==> src/rtl/hs_wait_pkg.sv <==
package hs_wait_pkg;
  typedef enum logic [1:0] {
    CH_IDLE = 2'd0,
    CH_BUSY = 2'd1,
    CH_DONE = 2'd2
  } ch_state_t;
endpackage

==> src/rtl/hs_rd_chan.sv <==
module hs_rd_chan
  import hs_wait_pkg::*;
#(
  parameter int DW = 8
) (
  input  logic          clk,
  input  logic          rst,
  input  logic          go,
  input  logic          stb,
  input  logic          in_vld,
  input  logic [DW-1:0] in_data,
  output logic          req,
  output logic          stall,
  output logic [DW-1:0] data_q,
  output logic          idle
);
  ch_state_t st;

  always_ff @(posedge clk) begin
    if (rst) begin
      st     <= CH_IDLE;
      req    <= 1'b0;
      stall  <= 1'b0;
      data_q <= '0;
    end else begin
      unique case (st)
        CH_IDLE: if (go) begin
          st    <= CH_BUSY;
          req   <= 1'b1;
          stall <= 1'b1;
        end
        CH_BUSY: if (in_vld) begin
          st     <= CH_DONE;
          req    <= 1'b0;
          stall  <= 1'b0;
          data_q <= in_data;
        end
        CH_DONE: if (!stb) st <= CH_IDLE;
        default: st <= CH_IDLE;
      endcase
    end
  end

  assign idle = (st == CH_IDLE);
endmodule

==> src/rtl/hs_wr_chan.sv <==
module hs_wr_chan
  import hs_wait_pkg::*;
#(
  parameter int DW = 8
) (
  input  logic          clk,
  input  logic          rst,
  input  logic          go,
  input  logic          stb,
  input  logic [DW-1:0] wdata,
  input  logic          rdy,
  output logic          vld,
  output logic          stall,
  output logic [DW-1:0] data_q,
  output logic          idle
);
  ch_state_t st;

  always_ff @(posedge clk) begin
    if (rst) begin
      st     <= CH_IDLE;
      vld    <= 1'b0;
      stall  <= 1'b0;
      data_q <= '0;
    end else begin
      unique case (st)
        CH_IDLE: if (go) begin
          st     <= CH_BUSY;
          vld    <= 1'b1;
          stall  <= 1'b1;
          data_q <= wdata;
        end
        CH_BUSY: if (rdy) begin
          st    <= CH_DONE;
          vld   <= 1'b0;
          stall <= 1'b0;
        end
        CH_DONE: if (!stb) st <= CH_IDLE;
        default: st <= CH_IDLE;
      endcase
    end
  end

  assign idle = (st == CH_IDLE);
endmodule

==> src/rtl/hs_wait_gen.sv <==
module hs_wait_gen #(
  parameter int DW = 8
) (
  input  logic          clk,
  input  logic          rst,
  input  logic          bus_sel,
  input  logic          bus_rd,
  input  logic          bus_wr,
  input  logic [DW-1:0] bus_wdata,
  output logic [DW-1:0] bus_rdata,
  output logic          bus_wait,
  output logic          dev_req,
  input  logic          dev_in_vld,
  input  logic [DW-1:0] dev_in_data,
  output logic          dev_out_vld,
  input  logic          dev_out_rdy,
  output logic [DW-1:0] dev_out_data
);
  logic rd_stb, wr_stb;
  logic rd_idle, wr_idle;
  logic rd_stall, wr_stall;

  assign rd_stb = bus_sel & bus_rd;
  assign wr_stb = bus_sel & bus_wr;

  hs_rd_chan #(.DW(DW)) rd_i (
    .clk     (clk),
    .rst     (rst),
    .go      (rd_stb & wr_idle),
    .stb     (rd_stb),
    .in_vld  (dev_in_vld),
    .in_data (dev_in_data),
    .req     (dev_req),
    .stall   (rd_stall),
    .data_q  (bus_rdata),
    .idle    (rd_idle)
  );

  hs_wr_chan #(.DW(DW)) wr_i (
    .clk     (clk),
    .rst     (rst),
    .go      (wr_stb & ~rd_stb & rd_idle),
    .stb     (wr_stb),
    .wdata   (bus_wdata),
    .rdy     (dev_out_rdy),
    .vld     (dev_out_vld),
    .stall   (wr_stall),
    .data_q  (dev_out_data),
    .idle    (wr_idle)
  );

  assign bus_wait = rd_stall | wr_stall;
endmodule

==> config.mk <==
export PLATFORM = sky130hd
export DESIGN_NAME = hs_wait_gen
export DESIGN_NICKNAME = d
export VERILOG_FILES = /design/src/rtl/hs_wait_pkg.sv /design/src/rtl/hs_rd_chan.sv /design/src/rtl/hs_wr_chan.sv /design/src/rtl/hs_wait_gen.sv
export SDC_FILE = /design/constraint.sdc
export NUM_CORES = 1
export LEC_CHECK = 0
export BUFFER_PORTS_ARGS = -buffer_cell sky130_fd_sc_hd__buf_2
export CORE_MARGIN = 8
export CORE_UTILIZATION = 45
export DETAILED_ROUTE_END_ITERATION = 6
export PLACE_DENSITY = 0.79
export RECOVER_POWER = 50
export SLEW_MARGIN = 5
export SYNTH_ARGS = -nofsm -noshare
export SYNTH_HDL_FRONTEND = slang
export SYNTH_SLANG_ARGS = --single-unit
export TNS_END_PERCENT = 30
==> constraint.sdc <==
create_clock -name clk -period 2.1 [get_ports clk]
set_clock_uncertainty 0.05 [all_clocks]
set_input_delay 0.42 -clock clk [delete_from_list [all_inputs] [get_ports clk]]
set_output_delay 0.42 -clock clk [all_outputs]
set_load 0.01 [all_outputs]
## Word-level counts from Yosys, hierarchy flattened

Index checks and enable logic that the tools add are counted.

| word-level totals | value |
|---|---|
| register bits after elaboration | 22 |
| RAM bits | 0 |
| memory bits (read-only) | 0 |
| memories | 0 |
| bits in latches | 0 |
| output and inout bits | 19 |

| operators by class | value |
|---|---|
| mux-type cells | 14 |
| shift operators | 0 |
| $lt $le $gt $ge | 0 |
| reduce and logical (&&, ||, !) cells | 10 |
| bitwise gates (word level) | 7 |
| equality and inequality tests | 10 |
| $mul | 0 |
| add/sub/neg operators | 0 |
| divide/modulo/power cells | 0 |

Operator list:

| operator | count |
|---|---|
| 2-to-1 mux 2 bit | 6 |
| one-hot mux 2 bit (3 select lines) | 2 |
| AND reduction 3 bit | 4 |
| inequality test 2 bit (second input constant) | 4 |
| AND 1 bit | 5 |
| == test 2 x 1 -> 1 bit (second input constant) | 2 |
| == test 2 bit (second input constant) | 2 |
| logical NOT 2 bit | 2 |
| 2-to-1 mux 1 bit | 4 |
| inequality test 2 x 1 -> 1 bit (second input constant) | 2 |
| one-hot mux 1 bit (2 select lines) | 2 |
| AND reduction 2 bit | 2 |
| nonzero test 2 bit | 2 |
| inverter 1 bit | 1 |
| OR 1 bit | 1 |

## Longest topological paths before layout

Gate-level depths: netlist (run 1).

| logic depth | value |
|---|---|
| depth after elaboration | 6 |
| mapped depth | 4 |
| gate-level depth less buffers | 3 |

## Hierarchy

From an unflattened synthesis (run 1), not the netlist that was laid out.

| second synthesis, totals | value |
|---|---|
| cells, all modules | 105 |
| area total of the unflattened synthesis | 1041.0 µm² |

Modules (own cells, without submodules):

| module | times used | area an instance (µm²) | seq. area each (µm²) | cells each |
|---|---|---|---|---|
| hs_wr_chan | 1 | 534.3 | 220.2 | 50 |
| hs_rd_chan | 1 | 469.2 | 220.2 | 50 |
| hs_wait_gen | 1 | 37.5 | 0.0 | 5 |

## Worst setup path after synthesis (run 1)

OpenSTA, ideal clock, no wires.

| timing path | value |
|---|---|
| path kind | input port to flip-flop |
| start point | input bus_sel |
| end point | register wr_i.st[0] |
| path buffers | 1 |
| stages | 4 |
| path slack | 0.851 ns |
| data arrival time | 1.083 ns |
| cell sequence | nor2b_1 > and4b_1 > buf_6 > o211a_1 |

| between the ends | value |
|---|---|
| word-level cells in the longest chain between the ends | 6 |
| elaborated cells on any way between the ends | 8 |
| those cells by class | 2 x eq/ne; 5 x bitwise; 1 x reduce/logical |

RTL lines:

| what | line | text |
|---|---|---|
| start: declaration | hs_wait_gen.sv:6 | `input logic bus_sel,` |
| AND 1 bit | hs_wait_gen.sv:23 | `assign rd_stb = bus_sel & bus_rd;` |
| inverter 1 bit | hs_wait_gen.sv:42 | `.go (wr_stb & ~rd_stb & rd_idle),` |
| AND 1 bit (2 in series) | hs_wait_gen.sv:42 |  |
| inequality test 2 x 1 -> 1 bit (no line) | - |  |
| AND reduction 3 bit (no line) * | - |  |
| end signal: assignment | hs_wr_chan.sv:34 | `st <= CH_DONE;` |
| end signal: assignment | hs_wr_chan.sv:38 | `CH_DONE: if (!stb) st <= CH_IDLE;` |
| end signal: assignment | hs_wr_chan.sv:39 | `default: st <= CH_IDLE;` |
| end: declaration | hs_wr_chan.sv:17 | `ch_state_t st;` |

Mark *: on every way between the ends. The rest lies on a longest branch, timed or not.
A chain may end at the register's enable or synchronous reset.

==> impl_metrics.csv, run 1 <==
group,metric,value,unit
run_status,status,"completed",
pwr,p_switching,0.177,mW
placed_design,pre_cts_slack,449,ps
cts,cts_resized,0,
floorplan,start_util,0.487,
synth,ys_warn_count,0,
worst_setup_path,worst-r2r-cell-count,3,
sta,min_period_over_period,0.731,
worst_setup_path,crit_type,"flop to output port",
cts,cts.sinks,22,
sta,slew_headroom,0.613,
hold_path,worstHoldPathCells,3,
cts,ctsHoldBuffers,0,
cts,cts_tree,"yes",
synth,synth.top_cell.area_share,0.518,
sta,worstMarginPinSlew,579,ps
pwr,pwr-share-clk,0.302,
pwr,pwr-share-seq,0.584,
synth,synth_cells,86,
sta,finalWorstSetupSlack,565,ps
routing,route.detailed.drc,0,
floorplan,core,1750,um^2
cts,cts_made_buffers,3,
finish,drive_gt1_frac,0.236,
finish,diodes,0,
worst_setup_path,endpoint,"bus_wait",
synth,synth_nets,109,
synth,ys_ff_latch,22,
pwr,finalPower,0.755,mW
routing,routedWlPerCell,13.3,um
floorplan,die_h,59.5,um
cts,cts-root-buf,"clkbuf_4",
pwr,p_int,0.579,mW
cts,cts_setup_buffers,0,
global_routing,grt_pass1_vias,752,
global_routing,antenna_found_initial,0,
pwr,combPwrFrac,0.115,
pwr,power_leakage,0.501,nW
run,max_cap_viol_count,0,
worst_setup_path,startpoint,"wr_i.vld",
worst_setup_path,required,1630,ps
worst_setup_path,critPathCaptureType,"output port",
cts,insertion_delay,300,ps
global_routing,grt-ovfl-total,0,
floorplan,die_x,59.5,um
routing,via_count,730,
pwr,power_density,703,nW/um^2
placed_design,dp_hpwl,1.60,mm
synth,avgSynthCellArea,9.89,um^2
sta,finalHoldViolations,0,
pwr,vdd_drop_max,401,uV
routing,dr.pass1.iters,4,
worst_setup_path,rr_startpoint,"wr_i.st[1]",
floorplan,ios,42,
routing,avgViaCountPerCell,4.80,
worst_setup_path,crit_path_max_fanout,3,
synth,synth_top_area_cell,"dfxtp_1",
finish,final_nets,151,
worst_setup_path,r2r-end,"wr_i.data_q[7]",
global_routing,grt_max_degree,19,
synth,seq_area_frac_synth,0.518,
placed_design,port_buffers,41,
pwr,swShare,0.234,
floorplan,dieArea,3540,um^2
worst_setup_path,reg2reg_slack,580,ps
worst_setup_path,worst_ep_arrival_time,1070,ps
finish,layout-area-overhead-vs-synth,26.3,%
cts,path_clk_slew,120,ps
worst_setup_path,start_kind,"flop",
global_routing,grt_pass1_wl,3.31,mm
synth,synth_cell_types,22,
routing,drtIter0Drc,15,
cts,clock_tree.buffer_depth,2,
hold_path,hp-start,"dev_in_data[0]",
placed_design,gp_congestion,0.689,
routing,wirelength,2.02,mm
sta,setup_viol,0,
sta,setup_tns,0,ps
global_routing,grt_usage,0.119,
hold_path,hold_path.class,"primary input to flop",
synth,syn_area,851,um^2
routing,final_antenna_net_count,0,
floorplan,row_count,15,
synth,synth_area_leaders,"dfxtp_1 (52%), mux2i_1 (19%), nand2_1 (7.5%)",
sta,fmax,651,MHz
cts,h-tree-depth,1,
sta,rsz0062_at_grt,"false",
sta,final_max_slew_viol_count,0,
sta,min_period,1540,ps
finish,n_fill_cell,169,
## power groups by stage
stage | Sequential [mW] | Combinational [mW] | Clock [mW]
after floorplan | 0.455 | 0.0446 | 0
after global placement | 0.449 | 0.0874 | 0
after detailed placement | 0.450 | 0.0907 | 0
after CTS | 0.440 | 0.0914 | 0.231
after global routing | 0.443 | 0.0956 | 0.245
final | 0.441 | 0.0866 | 0.228
## final cells by class
cell class	instances	area (um^2)	area share
sequential	22	440	0.410
multi-input combinational	59	380	0.354
timing repair buffer	41	183	0.170
clock buffer	4	36.3	0.0338
tap	25	31.3	0.0291
inverter	1	3.75	0.00349
## registers in the layout (all words and copies together) (netlist names)
name and flops:
rd_i.data_q 8, wr_i.data_q 8, rd_i.st 2, wr_i.st 2, rd_i.req 1, wr_i.vld 1
## worst min-delay path by stage
stage | endpoint
finish | rd_i.data_q[0]
global route | wr_i.data_q[1]
CTS | wr_i.data_q[1]
detailed placement | wr_i.data_q[0]
global placement | wr_i.data_q[3]
floorplan | wr_i.st[1]
## critical path: stages, from the launching register on
cell and delay [ps]:
dfxtp_1 340, or2_2 280, buf_2 140
## synthesized netlist by cell type
| cell type | n |
|---|---|
| or3b_2 | 1 |
| mux2i_1 | 16 |
| nand3b_1 | 2 |
| nor3b_1 | 1 |
| buf_6 | 1 |
| nor3_2 | 1 |
| and2_1 | 1 |
| clkinv_1 | 1 |
| nor2_1 | 8 |
| dfxtp_1 | 22 |
| and4b_1 | 1 |
| clkbuf_1 | 1 |
| nand3_1 | 2 |
| o21a_1 | 1 |
| a21oi_1 | 4 |
| buf_1 | 1 |
| or2_2 | 1 |
| nand2_1 | 17 |
| nand4b_1 | 1 |
| nor2b_1 | 1 |
| buf_4 | 1 |
| o211a_1 | 1 |
## through the flow
step | util | hold slack, ps | instance area [um^2] | std cells
floorplan | - | 424 | 851 | 86
global placement | 0.608 | 391 | 1060 | 148
detailed placement | 0.608 | 395 | 1060 | 148
CTS | 0.629 | 294 | 1100 | 152
global route | 0.616 | 290 | 1070 | 152
finish | 0.616 | 293 | 1070 | 152
## kinds of logic (layout without fill, tap and decap cells)
family          Yosys count  after routing  share of synthesized area
compound gates            6              6                     0.0441
simple gates             37             37                      0.215
buf+inv                   5             46                     0.0353
mux                      16             16                      0.188
flops                    22             22                      0.518
## cell usage in the layout (no fill, tap or decap), drive strengths merged
master / Yosys / routed
nand4b: 1 / 1
o21a: 1 / 1
o211a: 1 / 1
buf: 3 / 23
a21oi: 4 / 4
clkinv: 1 / 1
or3b: 1 / 1
nor3b: 1 / 1
and2: 1 / 1
nor2: 8 / 8
clkbuf: 1 / 22
nand3b: 2 / 2
nand3: 2 / 2
nor2b: 1 / 1
nor3: 1 / 1
dfxtp: 22 / 22
mux2i: 16 / 16
or2: 1 / 1
nand2: 17 / 17
and4b: 1 / 1
## per-layer routing
| layer | routed length [um] | GRT usage | vias to the layer above |
|---|---|---|---|
| li1 | - | - | 373 |
| met1 | 810 | 0.123 | 335 |
| met2 | 1090 | 0.219 | 18 |
| met3 | 75 | 0.0130 | 4 |
| met4 | 40 | 0.0717 | 0 |
| met5 | 0 | 0 | - |
(Power assumes the default switching activity.)
==> run 2, diff against run 1 <==
CORE_UTILIZATION = 39   (was 45)
PLACE_DENSITY = 0.72   (was 0.79)
clock period = 1.3 ns   (was 2.1 ns; I/O delays follow)
==> run 2 against run 1 <==
Compared with the run above:
- the flow now finishes with violations (setup timing)
- routed wire length shrank 3.1%
- worst hold slack worse by 160 ps
- die area is 11% higher
- worst setup slack got worse by 570 ps
- highest routed layer unchanged
==> impl_metrics.csv, run 2 (synthesized netlist as in run 1, its figures left out) <==
group,metric,value,unit
global_routing,grt-ovfl-total,0,
routing,met1_length,839,um
worst_setup_path,crit_chain,"or2_4 > buf_6",
routing,top_layer_used,"met4",
pwr,vdd_drop_max,601,uV
routing,drtIter0Drc,21,
finish,diodes,0,
finish,final_common_cell,"buf_2",
routing,wl_met3,242,um
cts,insertion_delay,300,ps
cts,cts.sinks,22,
worst_setup_path,reg2reg_slack,20,ps
routing,wirelength,1.96,mm
run,max_cap_viol_count,0,
worst_setup_path,r2r-end,"wr_i.data_q[1]",
worst_setup_path,critPathCaptureType,"output port",
worst_setup_path,required,990,ps
run_status,failed_checks,"setup timing",
finish,stdcell_count,160,
hold_path,worstHoldPathCells,3,
sta,slew_headroom,0.709,
global_routing,grt_usage,0.101,
floorplan,die_x,62.7,um
cts,cts_made_buffers,3,
cts,path_clk_slew,120,ps
floorplan,row_count,17,
cts,cts-root-buf,"clkbuf_4",
floorplan,core,2130,um^2
pwr,power_density,1180,nW/um^2
hold_path,hold_path.class,"primary input to flop",
sta,rsz0062_at_grt,"true",
routing,dr_wl_met2,860,um
sta,min_period,1310,ps
placed_design,gp_congestion,0.694,
global_routing,antenna_found_initial,0,
worst_setup_path,cpPeakStageDelay,340,ps
pwr,finalPower,1.39,mW
hold_path,whs_endpoint,"rd_i.data_q[6]",
sta,finalWorstSetupSlack,-5.23,ps
placed_design,dp_hpwl,1.57,mm
sta,fmax,766,MHz
finish,final_nets,156,
finish,post-route-util,0.551,
finish,final_cell_area,1170,um^2
global_routing,grt_max_degree,19,
placed_design,pre_cts_slack,40.6,ps
placed_design,placed_area,1120,um^2
finish,most-common-layout-cells,"buf_2 (34), dfxtp_1 (18), nand2_1 (17), mux2i_1 (16), nor2_1 (8)",
floorplan,start_util,0.400,
worst_setup_path,crit_path_max_fanout,2,
routing,via_count,752,
worst_setup_path,slowest_stage,"dfxtp_2",
hold_path,hp-start,"dev_in_data[6]",
worst_setup_path,worst-r2r-cell-count,4,
worst_setup_path,rr_startpoint,"rd_i.st[0]",
run_status,status,"finished, violations left",
sta,finalHoldViolations,0,
worst_setup_path,start_kind,"flop",
finish,layout-area-overhead-vs-synth,37.6,%
finish,reg.largest.list,"rd_i.data_q x8, wr_i.data_q x8",
cts,h-tree-depth,1,
finish,n_fill_cell,209,
global_routing,grt_pass1_wl,3.36,mm
worst_setup_path,worst_ep_arrival_time,1000,ps
routing,routedWlPerCell,12.2,um
routing,dr.pass1.iters,4,
routing,avgViaCountPerCell,4.70,
cts,ctsHoldBuffers,0,
placed_design,place_inst,155,
floorplan,dieArea,3930,um^2
sta,worstMarginPinSlew,434,ps
global_routing,grt_pass1_vias,796,
routing,final_antenna_net_count,0,
pwr,power_leakage,0.588,nW
worst_setup_path,crit_buf_inv,1,
floorplan,ios,42,
sta,final_max_slew_viol_count,0,
routing,route.detailed.drc,0,
cts,clock_tree.buffer_depth,2,
sta,min_period_over_period,1.00,
worst_setup_path,cp_top_family,"flip-flops",
floorplan,die_h,62.7,um
finish,drive_gt1_frac,0.386,
worst_setup_path,crit_type,"flop to output port",
cts,cts_tree,"yes",
placed_design,port_buffers,41,
sta,setup_viol,1,
==> run 2: worst reg2reg max path: stages, from the launching register on <==
cell and delay, ps:
dfxtp_2 360, nor3_2 200, and4b_1 290, buf_12 150, mux2i_1 170
==> run 2: cell type report <==
type / count / area [um^2] / share of cell area
inverter: 1 / 3.75 / 0.00321
timing repair buffer: 46 / 251 / 0.215
multi-input combinational: 59 / 383 / 0.327
clock buffer: 3 / 22.5 / 0.0192
tap: 28 / 35.0 / 0.0299
clock inverter: 1 / 30.0 / 0.0256
sequential: 22 / 445 / 0.380
==> run 2: worst max-delay path by stage <==
stage	start	slack, ps	depth (start not counted)	endpoint
2_1_floorplan	wr_i.st[1]	170	4	wr_i.data_q[0]
3_3_place_gp	bus_sel	100	5	wr_i.vld
3_5_place_dp	wr_i.st[1]	40	4	wr_i.data_q[1]
4_1_cts	wr_i.vld	-20	2	bus_wait
5_1_grt	rd_i.req	-60	2	bus_wait
6_report	wr_i.vld	-5	2	bus_wait
==> run 2: metrics by stage <==
step | hold slack, ps | TNS, ps
after floorplan | 279 | 0
after global placement | 389 | 0
after detailed placement | 396 | 0
after CTS | 121 | -23.3
after global routing | 111 | -194
final | 134 | -5.23
==> run 2: routing by layer <==
metal | GRT usage | vias to the layer above
li1 | - | 384
met1 | 0.107 | 332
met2 | 0.158 | 34
met3 | 0.0591 | 2
met4 | 0.0513 | 0
met5 | 0 | -
==> run 2: timing repair <==
action | in CTS | in global routing
endpoints found under the setup margin | 1 | 9
pin swaps | 0 | 2
gates resized for setup | 3 | 4
buffers inserted | 1 | 0
gates cloned | 0 | 0
endpoints found under the hold margin | 0 | 0
==> run 2: where the power goes <==
| group | total [mW] | internal [mW] | switching [mW] |
|---|---|---|---|
| registers | 0.713 | 0.699 | 0.0140 |
| clock network | 0.510 | 0.312 | 0.199 |
| logic | 0.164 | 0.0879 | 0.0763 |
